[src/rtl/mc_comp_pkg.sv]
package mc_comp_pkg;

  localparam int unsigned NIB_W = 4;

  typedef logic [NIB_W-1:0] nib_t;

  typedef enum logic {
    SCALE_TWO   = 1'b0,
    SCALE_THREE = 1'b1
  } scale_e;

  // times x mod x^4+x+1
  function automatic nib_t nx2(input nib_t a);
    return {a[2], a[1], a[0] ^ a[3], a[3]};
  endfunction

  function automatic nib_t nx4(input nib_t a);
    return nx2(nx2(a));
  endfunction

  function automatic nib_t nx5(input nib_t a);
    return nx4(a) ^ a;
  endfunction

  function automatic nib_t nx6(input nib_t a);
    return nx4(a) ^ nx2(a);
  endfunction

  function automatic nib_t nx7(input nib_t a);
    return nx4(a) ^ nx2(a) ^ a;
  endfunction

  function automatic nib_t nxf(input nib_t a);
    return nx2(nx4(a)) ^ nx4(a) ^ nx2(a) ^ a;
  endfunction

endpackage

[src/rtl/mc_cf_scale.sv]
module mc_cf_scale
  import mc_comp_pkg::*;
#(
  parameter scale_e MODE = SCALE_TWO
) (
  input  logic [2*NIB_W-1:0] byte_i,
  output logic [2*NIB_W-1:0] byte_o
);

  nib_t s_hi, s_lo, r_hi, r_lo;

  assign s_hi = byte_i[2*NIB_W-1:NIB_W];
  assign s_lo = byte_i[NIB_W-1:0];

  generate
    if (MODE == SCALE_TWO) begin : g_two
      // (2y+6)
      always_comb begin
        r_hi = nx4(s_hi) ^ nx2(s_lo);
        r_lo = nxf(s_hi) ^ nx6(s_lo);
      end
    end else begin : g_three
      // (2y+7)
      always_comb begin
        r_hi = nx5(s_hi) ^ nx2(s_lo);
        r_lo = nxf(s_hi) ^ nx7(s_lo);
      end
    end
  endgenerate

  assign byte_o = {r_hi, r_lo};

endmodule

[src/rtl/mc_cf_column.sv]
module mc_cf_column
  import mc_comp_pkg::*;
#(
  parameter int unsigned BYTES = 4
) (
  input  logic [BYTES*2*NIB_W-1:0] col_i,
  output logic [BYTES*2*NIB_W-1:0] col_o
);

  localparam int unsigned BYTE_W = 2 * NIB_W;
  localparam int unsigned COL_W  = BYTES * BYTE_W;

  logic [BYTE_W-1:0] a   [BYTES];
  logic [BYTE_W-1:0] d2  [BYTES];
  logic [BYTE_W-1:0] t3  [BYTES];

  for (genvar k = 0; k < BYTES; k++) begin : g_byte
    localparam int unsigned K1 = (k + 1) % BYTES;
    localparam int unsigned K2 = (k + 2) % BYTES;
    localparam int unsigned K3 = (k + 3) % BYTES;

    assign a[k] = col_i[COL_W-1-k*BYTE_W -: BYTE_W];

    mc_cf_scale #(.MODE(SCALE_TWO)) i_two (
      .byte_i (a[k]),
      .byte_o (d2[k])
    );

    mc_cf_scale #(.MODE(SCALE_THREE)) i_three (
      .byte_i (a[k]),
      .byte_o (t3[k])
    );

    assign col_o[COL_W-1-k*BYTE_W -: BYTE_W] = d2[k] ^ t3[K1] ^ a[K2] ^ a[K3];
  end

endmodule

[src/rtl/mc_comp_masked.sv]
module mc_comp_masked
  import mc_comp_pkg::*;
#(
  parameter int unsigned BYTES = 4
) (
  input  logic                       clk_i,
  input  logic                       rst_ni,
  input  logic                       in_valid_i,
  input  logic [BYTES*2*NIB_W-1:0]   col_i,
  input  logic [BYTES*2*NIB_W-1:0]   mask_i,
  output logic                       out_valid_o,
  output logic [BYTES*2*NIB_W-1:0]   col_o,
  output logic [BYTES*2*NIB_W-1:0]   mask_o
);

  localparam int unsigned COL_W  = BYTES * 2 * NIB_W;
  localparam int unsigned SHARES = 2;

  logic [COL_W-1:0] sh_in  [SHARES];
  logic [COL_W-1:0] sh_mix [SHARES];
  logic [COL_W-1:0] sh_q   [SHARES];
  logic             vld_q;

  assign sh_in[0] = col_i;
  assign sh_in[1] = mask_i;

  // one independent datapath per share; shares never combine
  for (genvar s = 0; s < SHARES; s++) begin : g_share
    mc_cf_column #(.BYTES(BYTES)) i_col (
      .col_i (sh_in[s]),
      .col_o (sh_mix[s])
    );

    always_ff @(posedge clk_i or negedge rst_ni) begin
      if (!rst_ni)         sh_q[s] <= '0;
      else if (in_valid_i) sh_q[s] <= sh_mix[s];
    end
  end

  always_ff @(posedge clk_i or negedge rst_ni) begin
    if (!rst_ni) vld_q <= 1'b0;
    else         vld_q <= in_valid_i;
  end

  assign out_valid_o = vld_q;
  assign col_o       = sh_q[0];
  assign mask_o      = sh_q[1];

endmodule

[config.mk]
export PLATFORM = sky130hd
export DESIGN_NAME = mc_comp_masked
export DESIGN_NICKNAME = d
export VERILOG_FILES = /design/src/rtl/mc_comp_pkg.sv /design/src/rtl/mc_cf_scale.sv /design/src/rtl/mc_cf_column.sv /design/src/rtl/mc_comp_masked.sv
export SDC_FILE = /design/constraint.sdc
export NUM_CORES = 1
export LEC_CHECK = 0
export BUFFER_PORTS_ARGS = -buffer_cell sky130_fd_sc_hd__clkbuf_2
export CAP_MARGIN = 20
export CORE_MARGIN = 2
export CORE_UTILIZATION = 55
export DETAILED_ROUTE_END_ITERATION = 7
export GPL_TIMING_DRIVEN = 0
export PLACE_DENSITY = 0.84
export SLEW_MARGIN = 20
export SYNTH_ARGS = -nofsm -noshare
export SYNTH_HDL_FRONTEND = slang
export SYNTH_SLANG_ARGS = --single-unit
export TNS_END_PERCENT = 20
[constraint.sdc]
create_clock -name clk_i -period 1.15 [get_ports clk_i]
set_clock_uncertainty 0.15 [all_clocks]
set_input_delay 0.1725 -clock clk_i [delete_from_list [all_inputs] [get_ports clk_i]]
set_output_delay 0.1725 -clock clk_i [all_outputs]
set_load 0.005 [all_outputs]
==> run metrics, run 1 <==
Ports 132; Post-Place Setup Slack -0.942 ns; Synth area leader xnor2_1; sequential-to-total area share from yosys stat 29.4%; DPL Wire Length around 11000 um; H-tree Lvls 3; Syn Std Cell Area approximately 5500 um2; top post-synthesis cells by area xnor2_1 (35%), dfrtp_1 (29%), mux2_2 (12%), xor2_1 (7.6%), xnor3_1 (7.3%); initial antenna violation count 0; status stopped before the end; Stop stage global routing (5_1_grt); Clock Path Buffers 2; Gate Count Post-Synth about 470; syn_nets about 530; clk sinks 65; routability cong. approximately 0.96; top-count cell post-synth xnor2_1; Synth top area share between 30% and 40%; CTS Buf Count 9; Error [ERROR DPL-0033] detailed placement checks failed during check placement.; Ys Warns 0; Die Span Y 104 um; top_reg_cell synth dfrtp_1; PortBufs ~100; worst_ep kind sequential cell input; Worst endpoint, post-GRT repair col_o[18]$_DFFE_PN0P_/D; Post-synth top cells xnor2_1 (220), dfrtp_1 (65), mux2_2 (60), xor2_1 (48), xnor3_1 (18); Initial Utilization between 50% and 60%; fraction of registers with async set/reset 100%; area of placed instances between 6000 and 7000 um2; #FFs+latches synth between 60 and 70; largest net degree at the start of global routing 36; root buffer cell clkbuf_8; post-synthesis cell type count 15; number of synthesized flops with an enable pin 0; Die W approximately 100 um; Site Rows 36; Avg Cell Area, Syn between 10 and 15 um2
timing repair:
item	4_1_cts
pin swaps	81
setup endpoints to repair	128
hold buffers	2
gates cloned	0
buffers inserted	38
endpoints found under the hold margin	31
gates resized for setup	191
cells by family after synthesis:
logic type	share of synthesized area, %
xor gates and xnor gates	54.8
buffers and inverters	2.78
DFF	29.4
muxes	13.1
through the flow:
step / cells / hold slack, ns / util (%)
2_1_floorplan: 467 / -0.273 / -
3_5_place_dp: 705 / 0.0331 / 68.0
3_3_place_gp: 704 / 0.148 / 67.8
4_1_cts: 760 / 0.0716 / 85.0
==> inputs of run 2 (changes only) <==
- CORE_UTILIZATION: 55 -> 40
- PLACE_DENSITY: 0.84 -> default
- PLACE_DENSITY_LB_ADDON: default -> 0.15
==> run 2 against run 1 <==
Net effect:
- the flow now finishes, with violations (negative setup slack)
- synthesized cell count did not move
- area after synthesis did not move
==> run metrics, run 2 <==
status finished, violations left; failing checks negative setup slack; layout cells sized above 1 a little under two thirds; crit path max fanout 4; Die Span Y 122 um; total power approximately 0.015 W; total negative slack -11.38 ns; vias in the first global route between 4000 and 5000; Area growth, synth to finish 68.6%; clk slew on worst S/H paths roughly 0.060 ns; Top cell by count, worst path xnor2_2; final hold vios 0; largest net degree at the start of global routing 46; Slew Limit Fails 0; antenna diode count 0; min Tclk post-route approximately 1.5 ns; Synth top area share a little over a third; top_reg_cell synth dfrtp_1; worst path required time between 1 and 1.5 ns; PortBufs about 100; Initial Utilization around two fifths; fraction of registers with async set/reset 100%; Ports between 100 and 150; DR pass1 iterations 4; syn_nets around 530; Gate Count Post-Synth 467; post-route DRC violation count 0; RSZ-0062 raised after global routing true; Core Region about 14000 um2; slowest CP cell xnor3_1; root buffer cell clkbuf_16; Slew @ Worst Pin about 0.44 ns; VDD IR max slightly above 0.9 mV; Crit path largest cell delay 0.36 ns; H-tree Lvls 3; Max Cap Violations 0; final net count about 720; Vias/cell 4.79; Final Core Density around 68%; Power Dens Cells 1590 nW/um2; top post-synthesis cells by area xnor2_1 (35%), dfrtp_1 (29%), mux2_2 (12%), xor2_1 (7.6%), xnor3_1 (7.3%); commonest non-fill, non-tap cells in the layout xnor2_1 (135), clkbuf_2 (69), dfrtp_1 (65), xnor2_2 (64), buf_4 (59); die area roughly 15000 um2; Critical Path AT ~1.6 ns; CTS tree built; CTS Buf Count 9; setup ws final -0.374 ns; Slew HR 70.3%; sequential-to-total area share from yosys stat ~29%; DPL Wire Length 11300 um; clock latency on the worst-skew pair roughly 0.33 ns; cell total after placement between 700 and 800; crit-path cells clkbuf_8 -> xor2_4 -> xnor2_2 -> xnor2_2 -> xnor3_1 -> mux2_2; Tot GR Track Use a little over a fifth; Clock Path Buffers 2; post-synthesis cell type count 15; Post-Place Setup Slack -0.903 ns; number of synthesized flops with an enable pin 0; post-DR wirelength/cell approximately 20 um; Die W roughly 120 um; clk sinks 65; Site Rows 43; Tcrit/Tclk final 133%; crit path capture type flip-flop; top-count cell post-synth xnor2_1; first-pass GRT wire length roughly 23000 um; Post-Route WL around 17000 um; worst setup path category input port to flip-flop; routability cong. 0.842; most common cell after layout, fill and taps aside xnor2_1; HP Class input port to flip-flop; Syn Std Cell Area 5540 um2; setup violators final slightly above 90; Post-synth top cells xnor2_1 (220), dfrtp_1 (65), mux2_2 (60), xor2_1 (48), xnor3_1 (18); CP Launch Type input port; fmax ~660 MHz; Lkg Pwr between 4 and 5 nW; initial antenna violation count 0; Detailed Route Iter0 Violations 129; Ys Warns 0; Synth area leader xnor2_1; final non-filler cell total between 800 and 900; Avg Cell Area, Syn about 12 um2; #FFs+latches synth 65; Vias 4007; total grt overflow 0; Antenna Violating Nets Remaining 0
-- run 2: what timing repair did --
action / in CTS / in global routing
buffers inserted: 32 / 38
resized for setup: 208 / 144
pin swaps: 76 / 65
hold buffers: 2 / 0
endpoints found under the hold margin: 66 / 0
setup endpoints to repair: 128 / 128
-- run 2: layout make-up --
class / count / area, um2
multi-input combinational: 366 / 5120
sequential: 65 / 1630
inverter: 2 / 7.51
fill: 954 / 4380
clock buffer: 11 / 253
clock inverter: 3 / 17.5
timing repair buffer: 176 / 1550
tap: 180 / 225
buffer: 34 / 542
-- run 2: routing by layer --
layer | track usage (%) | routed length, um | vias up
met5 | 0 | 0 | -
met4 | 8.55 | 520 | 0
met3 | 4.35 | 679 | 33
met2 | 40.7 | 9600 | 128
met1 | 23.9 | 6040 | 2014
li1 | - | - | 1832
-- run 2: report_power, final --
part / internal (W) / switching [W]
Clock: 0.00154 / 0.00102
Combinational: 0.00498 / 0.00331
Sequential: 0.00339 / 0.000604
Total: 0.00991 / 0.00493
-- run 2: path summary, 6_finish.rpt --
path / start / to / slack, ns / cells past startpoint
min in group asynchronous: rst_ni / col_o[13] / 0.14 / 2
max in group asynchronous: rst_ni / mask_o[18] / 0.17 / 3
hold / removal: col_i[4] / col_o[12] / 0.09 / 3
setup reg to reg: mask_o[23] / mask_o[23] / 0.20 / 1
setup / recovery: col_i[5] / col_o[0] / -0.37 / 6
hold reg to reg: mask_o[24] / mask_o[24] / 0.35 / 1
-- run 2: per-stage QoR --
stage | instance area, um2 | hold slack [ns]
after CTS | 8450 | 0.0869
after floorplan | 5940 | -0.273
after detailed placement | 6720 | -0.0292
after global routing | 9340 | 0.107
final | 9340 | 0.0942
after global placement | 6690 | 0.148
-- run 2: worst max-delay path, delay by kind of cell --
| family | cells | cell delay, ns |
|---|---|---|
| XOR/XNOR | 4 | 1.01 |
| multiplexers | 1 | 0.27 |
| buffers and inverters | 1 | 0.14 |
-- run 2: cells by family after synthesis --
| logic type | Yosys count | share of synthesized area (%) |
|---|---|---|
| xor+xnor | 302 | 54.8 |
| flops | 65 | 29.4 |
| mux | 64 | 13.1 |
| buf+inv | 36 | 2.78 |
(Power assumes the default switching activity.)
==> inputs of run 3 (changes only) <==
- ABC_AREA: default -> 1
- PLACE_DENSITY_LB_ADDON: 0.15 -> default
==> run 3 against run 2 <==
Net effect:
- the run still ends with negative setup slack left
- power down 17%
- design area increased by 20%
- critical path depth shrank 5
- via count is 110% higher
- die area rose by 54%
- maximum frequency increased by 25%
- sequential power down 20%
- combinational power down 23%
- register-to-register slack better by 0.03 ns
==> run metrics, run 3 <==
VDD IR max between 0.6 and 0.7 mV; Slew HR between 60% and 70%; RSZ-0062 raised after global routing true; Power Dens Cells about 1100 nW/um2; setup violators final 47; WP buf/inv 1; Clock Path Buffers 2; Slew Limit Fails 0; status finished, violations left; top-count cell post-synth nand2_1; worst setup path category flip-flop to primary output; setup ws final -0.0716 ns; top_reg_cell synth dfrtp_1; Vias between 8000 and 9000; Lkg Pwr between 5 and 6 nW; die area around 23000 um2; most common cell after layout, fill and taps aside nand2_1; H-tree Lvls 3; number of synthesized flops with an enable pin 0; Vias/cell about 4.8; fmax 819 MHz; post-DR wirelength/cell 15.5 um; storage element area between 1500 and 2000 um2; DR pass1 iterations 5; HP Class input port to flip-flop; met3 usage about 3.5%; min Tclk post-route between 1 and 1.5 ns; clk slew on worst S/H paths about 0.07 ns; failing checks negative setup slack; layout cells sized above 1 around 33%; commonest non-fill, non-tap cells in the layout nand2_1 (503), nand2_2 (105), nand3_1 (95), xor2_1 (89), inv_1 (87); crit path from mask_o[5]; Hold WS 0.0756 ns; Gate Count Post-Synth around 1300; Die Span Y roughly 150 um; syn_nets around 1400; initial antenna violation count 0; Final Core Density roughly 53%; routability cong. roughly 0.91; worst path required time a little over 0.8 ns; Ports ~130; Post-synth top cells nand2_1 (596), nand3_1 (123), inv_1 (115), xor2_1 (115), xnor2_1 (89); met2 GRT Util between 30% and 40%; Area growth, synth to finish 30.1%; PortBufs 73; Tot GR Track Use between 20% and 30%; Ys Warns 0; root buffer cell clkbuf_16; Reg-to-Reg Start mask_o[5]; Site Rows between 50 and 60; met1 usage 35.1%; crit path max fanout 2; sequential-to-total area share from yosys stat approximately a fifth; Design Area, Final around 11000 um2; Post-Route WL between 20000 and 30000 um; #FFs+latches synth 65; Antenna Violating Nets Remaining 0; Hold Crit Start col_i[30]; fillers between 2000 and 2500; Initial Utilization 41.0%; fraction of registers with async set/reset 100%; CTS Buf Count 9; Critical Path AT ~0.9 ns; final hold vios 0; CTS tree built; antenna diode count 0; Die W 151 um; Slew @ Worst Pin 0.476 ns; slowest CP cell dfrtp_1; DPL Wire Length between 20000 and 25000 um; Tcrit/Tclk final 106%; post-route DRC violation count 0; Avg Cell Area, Syn 6.44 um2; area of placed instances 9660 um2; Synth area leader nand2_1; global-route layer with the greatest usage met2; critical path's top delay family flip-flops; Synth top area share between 20% and 30%; top post-synthesis cells by area nand2_1 (26%), dfrtp_1 (19%), xor2_1 (12%), xnor2_1 (9.0%), nand3_1 (7.1%); clock latency on the worst-skew pair approximately 0.34 ns; largest net degree at the start of global routing 36; Syn Std Cell Area between 8000 and 9000 um2; crit-path cells clkbuf_2; Core Region ~21000 um2; Crit path largest cell delay about 0.42 ns; clk sinks between 60 and 70; total grt overflow 0; Multi-input gate area ~6800 um2; final net count roughly 1500; crit path capture type primary output; Max Cap Violations 0; Detailed Route Iter0 Violations 524; first-pass GRT wire length 40600 um; vias in the first global route between 7000 and 8000; CP Launch Type flip-flop; post-synthesis cell type count 34
[run 3: cell types whose count changed after synthesis, moves of 21 or more]
cell / change
nand2_1: +596
xnor2_1: -131
nand3_1: +123
inv_1: +113
xor2_1: +67
mux2_2: -60
nand2_2: +36
buf_6: +33
inv_2: +27
buf_4: +21
[run 3: power breakdown]
group | leakage, nW | switching, W | internal, W
registers | 0.786 | 0.000353 | 0.00286
logic | 5.03 | 0.00365 | 0.00271
clock network | 0.127 | 0.00120 | 0.00152
[run 3: path summary, 6_finish.rpt]
path | depth (start not counted) | slack [ns] | endpoint
hold reg to reg | 2 | 0.32 | col_o[16]
max in group asynchronous | 3 | 0.11 | col_o[17]
min in group asynchronous | 2 | 0.16 | mask_o[18]
setup / recovery | 1 | -0.07 | mask_o[5]
hold / removal | 5 | 0.08 | col_o[22]
setup reg to reg | 3 | 0.23 | mask_o[5]
[run 3: cell families after synthesis]
group                     after synthesis  synth area share [%]
xor gates and xnor gates              236                  27.1
buffers and inverters                 221                  13.8
AOI/OAI and AO/OA                      19                  1.13
DFF                                    65                  18.8
and+or+nand+nor                       799                  39.1
[run 3: layer usage]
layer,vias up,routed length (um),part of all wire [%]
met4,0,374,1.4
li1,4207,-,-
met1,3833,12900,48
met2,260,11600,44
met5,-,0,0
met3,24,1760,6.6
[run 3: stage by stage]
step                      cells  power [W]  TNS, ns  setup slack [ns]
after floorplan            1340    0.00719    -7.32            -0.189
after global placement     1688    0.00877   -81.34            -0.820
after detailed placement   1689    0.00886   -28.88            -0.849
after CTS                  1714     0.0117    -1.95           -0.0840
after global routing       1727     0.0132    -3.86            -0.109
final                      1727     0.0123    -1.08           -0.0716
[run 3: timing repair]
item | in CTS | in global routing
hold buffers | 2 | 0
hold endpoints to repair | 31 | 0
setup endpoints to repair | 102 | 154
pin swaps | 7 | 89
cloned | 0 | 1
buffers inserted | 7 | 12
gates resized for setup | 34 | 253
[run 3: cell type report]
cell class	instances	area share [%]
Sequential cell	65	14.5
Multi-Input combinational cell	1054	60.4
Inverter	148	5.83
Buffer	73	8.30
Timing Repair Buffer	96	5.46
Tap cell	275	3.06
Clock buffer	10	2.13
Clock inverter	6	0.390
==> inputs of run 4 (changes only) <==
- RECOVER_POWER: default -> 50
==> run 4 against run 3 <==
Net effect:
- the run still ends with negative setup slack left
- die area did not move
- maximum frequency rose by 0.39%
- power fell by 0.18%
- worst setup slack improved by 0.0048 ns
- via count fell by 0.31%
- cell count did not move
- global-route usage did not move
- sequential cell count did not move
- non-clock buffer count did not move
- critical endpoint unchanged
- largest cell class unchanged
==> run metrics, run 4 (same netlist as run 3, synthesis figures left out) <==
final net count 1514; R2R Path End mask_o[5]; DRT met1 WL between 10000 and 15000 um; root buffer cell clkbuf_16; layout cells sized above 1 between 30% and 40%; Slew HR 65.6%; clock latency on the worst-skew pair approximately 0.34 ns; setup violators final between 40 and 50; Hold Crit Start col_i[30]; Die Span Y ~150 um; uppermost routed layer met4; Ports roughly 130; Slew Limit Fails 0; Reg power frac 26.2%; Clk pwr share about 22%; Initial Utilization between 40% and 50%; clk sinks 65; HP Class input port to flip-flop; commonest non-fill, non-tap cells in the layout nand2_1 (504), nand2_2 (104), nand3_1 (95), xor2_1 (90), inv_1 (87); CP Launch Type flip-flop; H-tree Lvls 3; crit-path cells clkbuf_2; failing checks negative setup slack; P_int approximately 0.007 W; Vias/cell between 4 and 5; Slew @ Worst Pin between 0.5 and 0.6 ns; VDD IR max 0.664 mV; status finished, violations left; met2 wire len around 12000 um; Final Core Density approximately 53%; post-route DRC violation count 0; CTS tree built; clk slew on worst S/H paths 0.07 ns; Die W about 150 um; Power Dens Cells around 1100 nW/um2; Crit path largest cell delay ~0.42 ns; R2R depth 3; vias in the first global route ~7500; crit path from mask_o[5]; Max Cap Violations 0; RSZ-0062 raised after global routing true; crit path to mask_o[5]; sw power about 0.0052 W; met3 WL 1690 um; combinational power share 51.7%; area of placed instances ~9700 um2; fmax 822 MHz; DPL Wire Length between 20000 and 25000 um; WP buf/inv 1; setup ws final -0.0668 ns; total grt overflow 0; Area growth, synth to finish 29.9%; final hold vios 0; crit path capture type primary output; antenna diode count 0; FF-to-FF setup slack 0.23 ns; largest net degree at the start of global routing 36; routability cong. 0.913; Design Area, Final between 10000 and 15000 um2; most common cell after layout, fill and taps aside nand2_1; critical path's top delay family flip-flops; post-DR wirelength/cell about 15 um; die area around 23000 um2; Tot GR Track Use 23.6%; Sw Ratio a little over two fifths; DR pass1 iterations 5; worst setup path category flip-flop to primary output; min Tclk post-route between 1 and 1.5 ns; Core Region around 21000 um2; Antenna Violating Nets Remaining 0; CTS Buf Count 9; slowest CP cell dfrtp_1; Post-Route WL between 20000 and 30000 um; initial antenna violation count 0; PortBufs 73; Post-Place Setup Slack -0.849 ns; Clock Path Buffers 2; Detailed Route Iter0 Violations between 500 and 600; Reg-to-Reg Start mask_o[5]; crit path max fanout 2; Critical Path AT between 0.8 and 0.9 ns; Site Rows between 50 and 60; fillers 2054; first-pass GRT wire length 40600 um; Tcrit/Tclk final 106%; Lkg Pwr between 5 and 6 nW; worst path required time between 0.8 and 0.9 ns; Vias between 8000 and 9000; Stages on worst setup path 1
[run 4: worst min path at each step]
stage | cells after the start | to | slack (ns)
after floorplan | 0 | col_o[0] | -0.27
after CTS | 5 | col_o[22] | 0.06
after global placement | 1 | out_valid_o | 0.17
after global routing | 5 | col_o[22] | 0.12
final | 5 | col_o[22] | 0.08
after detailed placement | 1 | mask_o[18] | 0.04
[run 4: routing by layer]
| layer | vias to the layer above | GRT usage, % |
|---|---|---|
| li1 | 4214 | - |
| met1 | 3807 | 35.1 |
| met2 | 248 | 36.0 |
| met3 | 29 | 3.49 |
| met4 | 0 | 5.23 |
| met5 | - | 0 |
[run 4: power by group through the flow]
stage | Clock (W) | Combinational, W | Sequential (W)
after floorplan | 0 | 0.00396 | 0.00324
after global placement | 0 | 0.00552 | 0.00325
after detailed placement | 0 | 0.00561 | 0.00325
after CTS | 0.00278 | 0.00575 | 0.00322
after global routing | 0.00284 | 0.00708 | 0.00328
final | 0.00272 | 0.00634 | 0.00321
[run 4: worst min-delay path: stages]
cell	delay, ns
buf_12	0.11
xor2_1	0.07
nand2_1	0.06
nand3_1	0.07
nand2_1	0.05
[run 4: area by class of cell]
type	instances	area, um2	share of cell area (%)
multi-input combinational	1054	6770	60.4
sequential	65	1630	14.5
buffer	73	928	8.27
inverter	148	656	5.84
timing repair buffer	96	612	5.45
tap	275	344	3.07
clock buffer	10	239	2.13
clock inverter	6	43.8	0.390
[run 4: repair_timing]
item,4_1_cts,5_1_grt
resized for setup,34,253
hold endpoints to repair,31,0
pin swaps,7,89
buffers inserted,7,12
cloned,0,1
setup endpoints to repair,102,154
hold buffers,2,0
[run 4: metrics by stage]
| step | total power [W] | cells | hold slack, ns | setup TNS, ns |
|---|---|---|---|---|
| 2_1_floorplan | 0.00719 | 1340 | -0.273 | -7.32 |
| 3_3_place_gp | 0.00877 | 1688 | 0.166 | -81.34 |
| 3_5_place_dp | 0.00886 | 1689 | 0.0440 | -28.88 |
| 4_1_cts | 0.0117 | 1714 | 0.0600 | -1.95 |
| 5_1_grt | 0.0132 | 1727 | 0.117 | -5.23 |
| 6_report | 0.0123 | 1727 | 0.0782 | -1.05 |
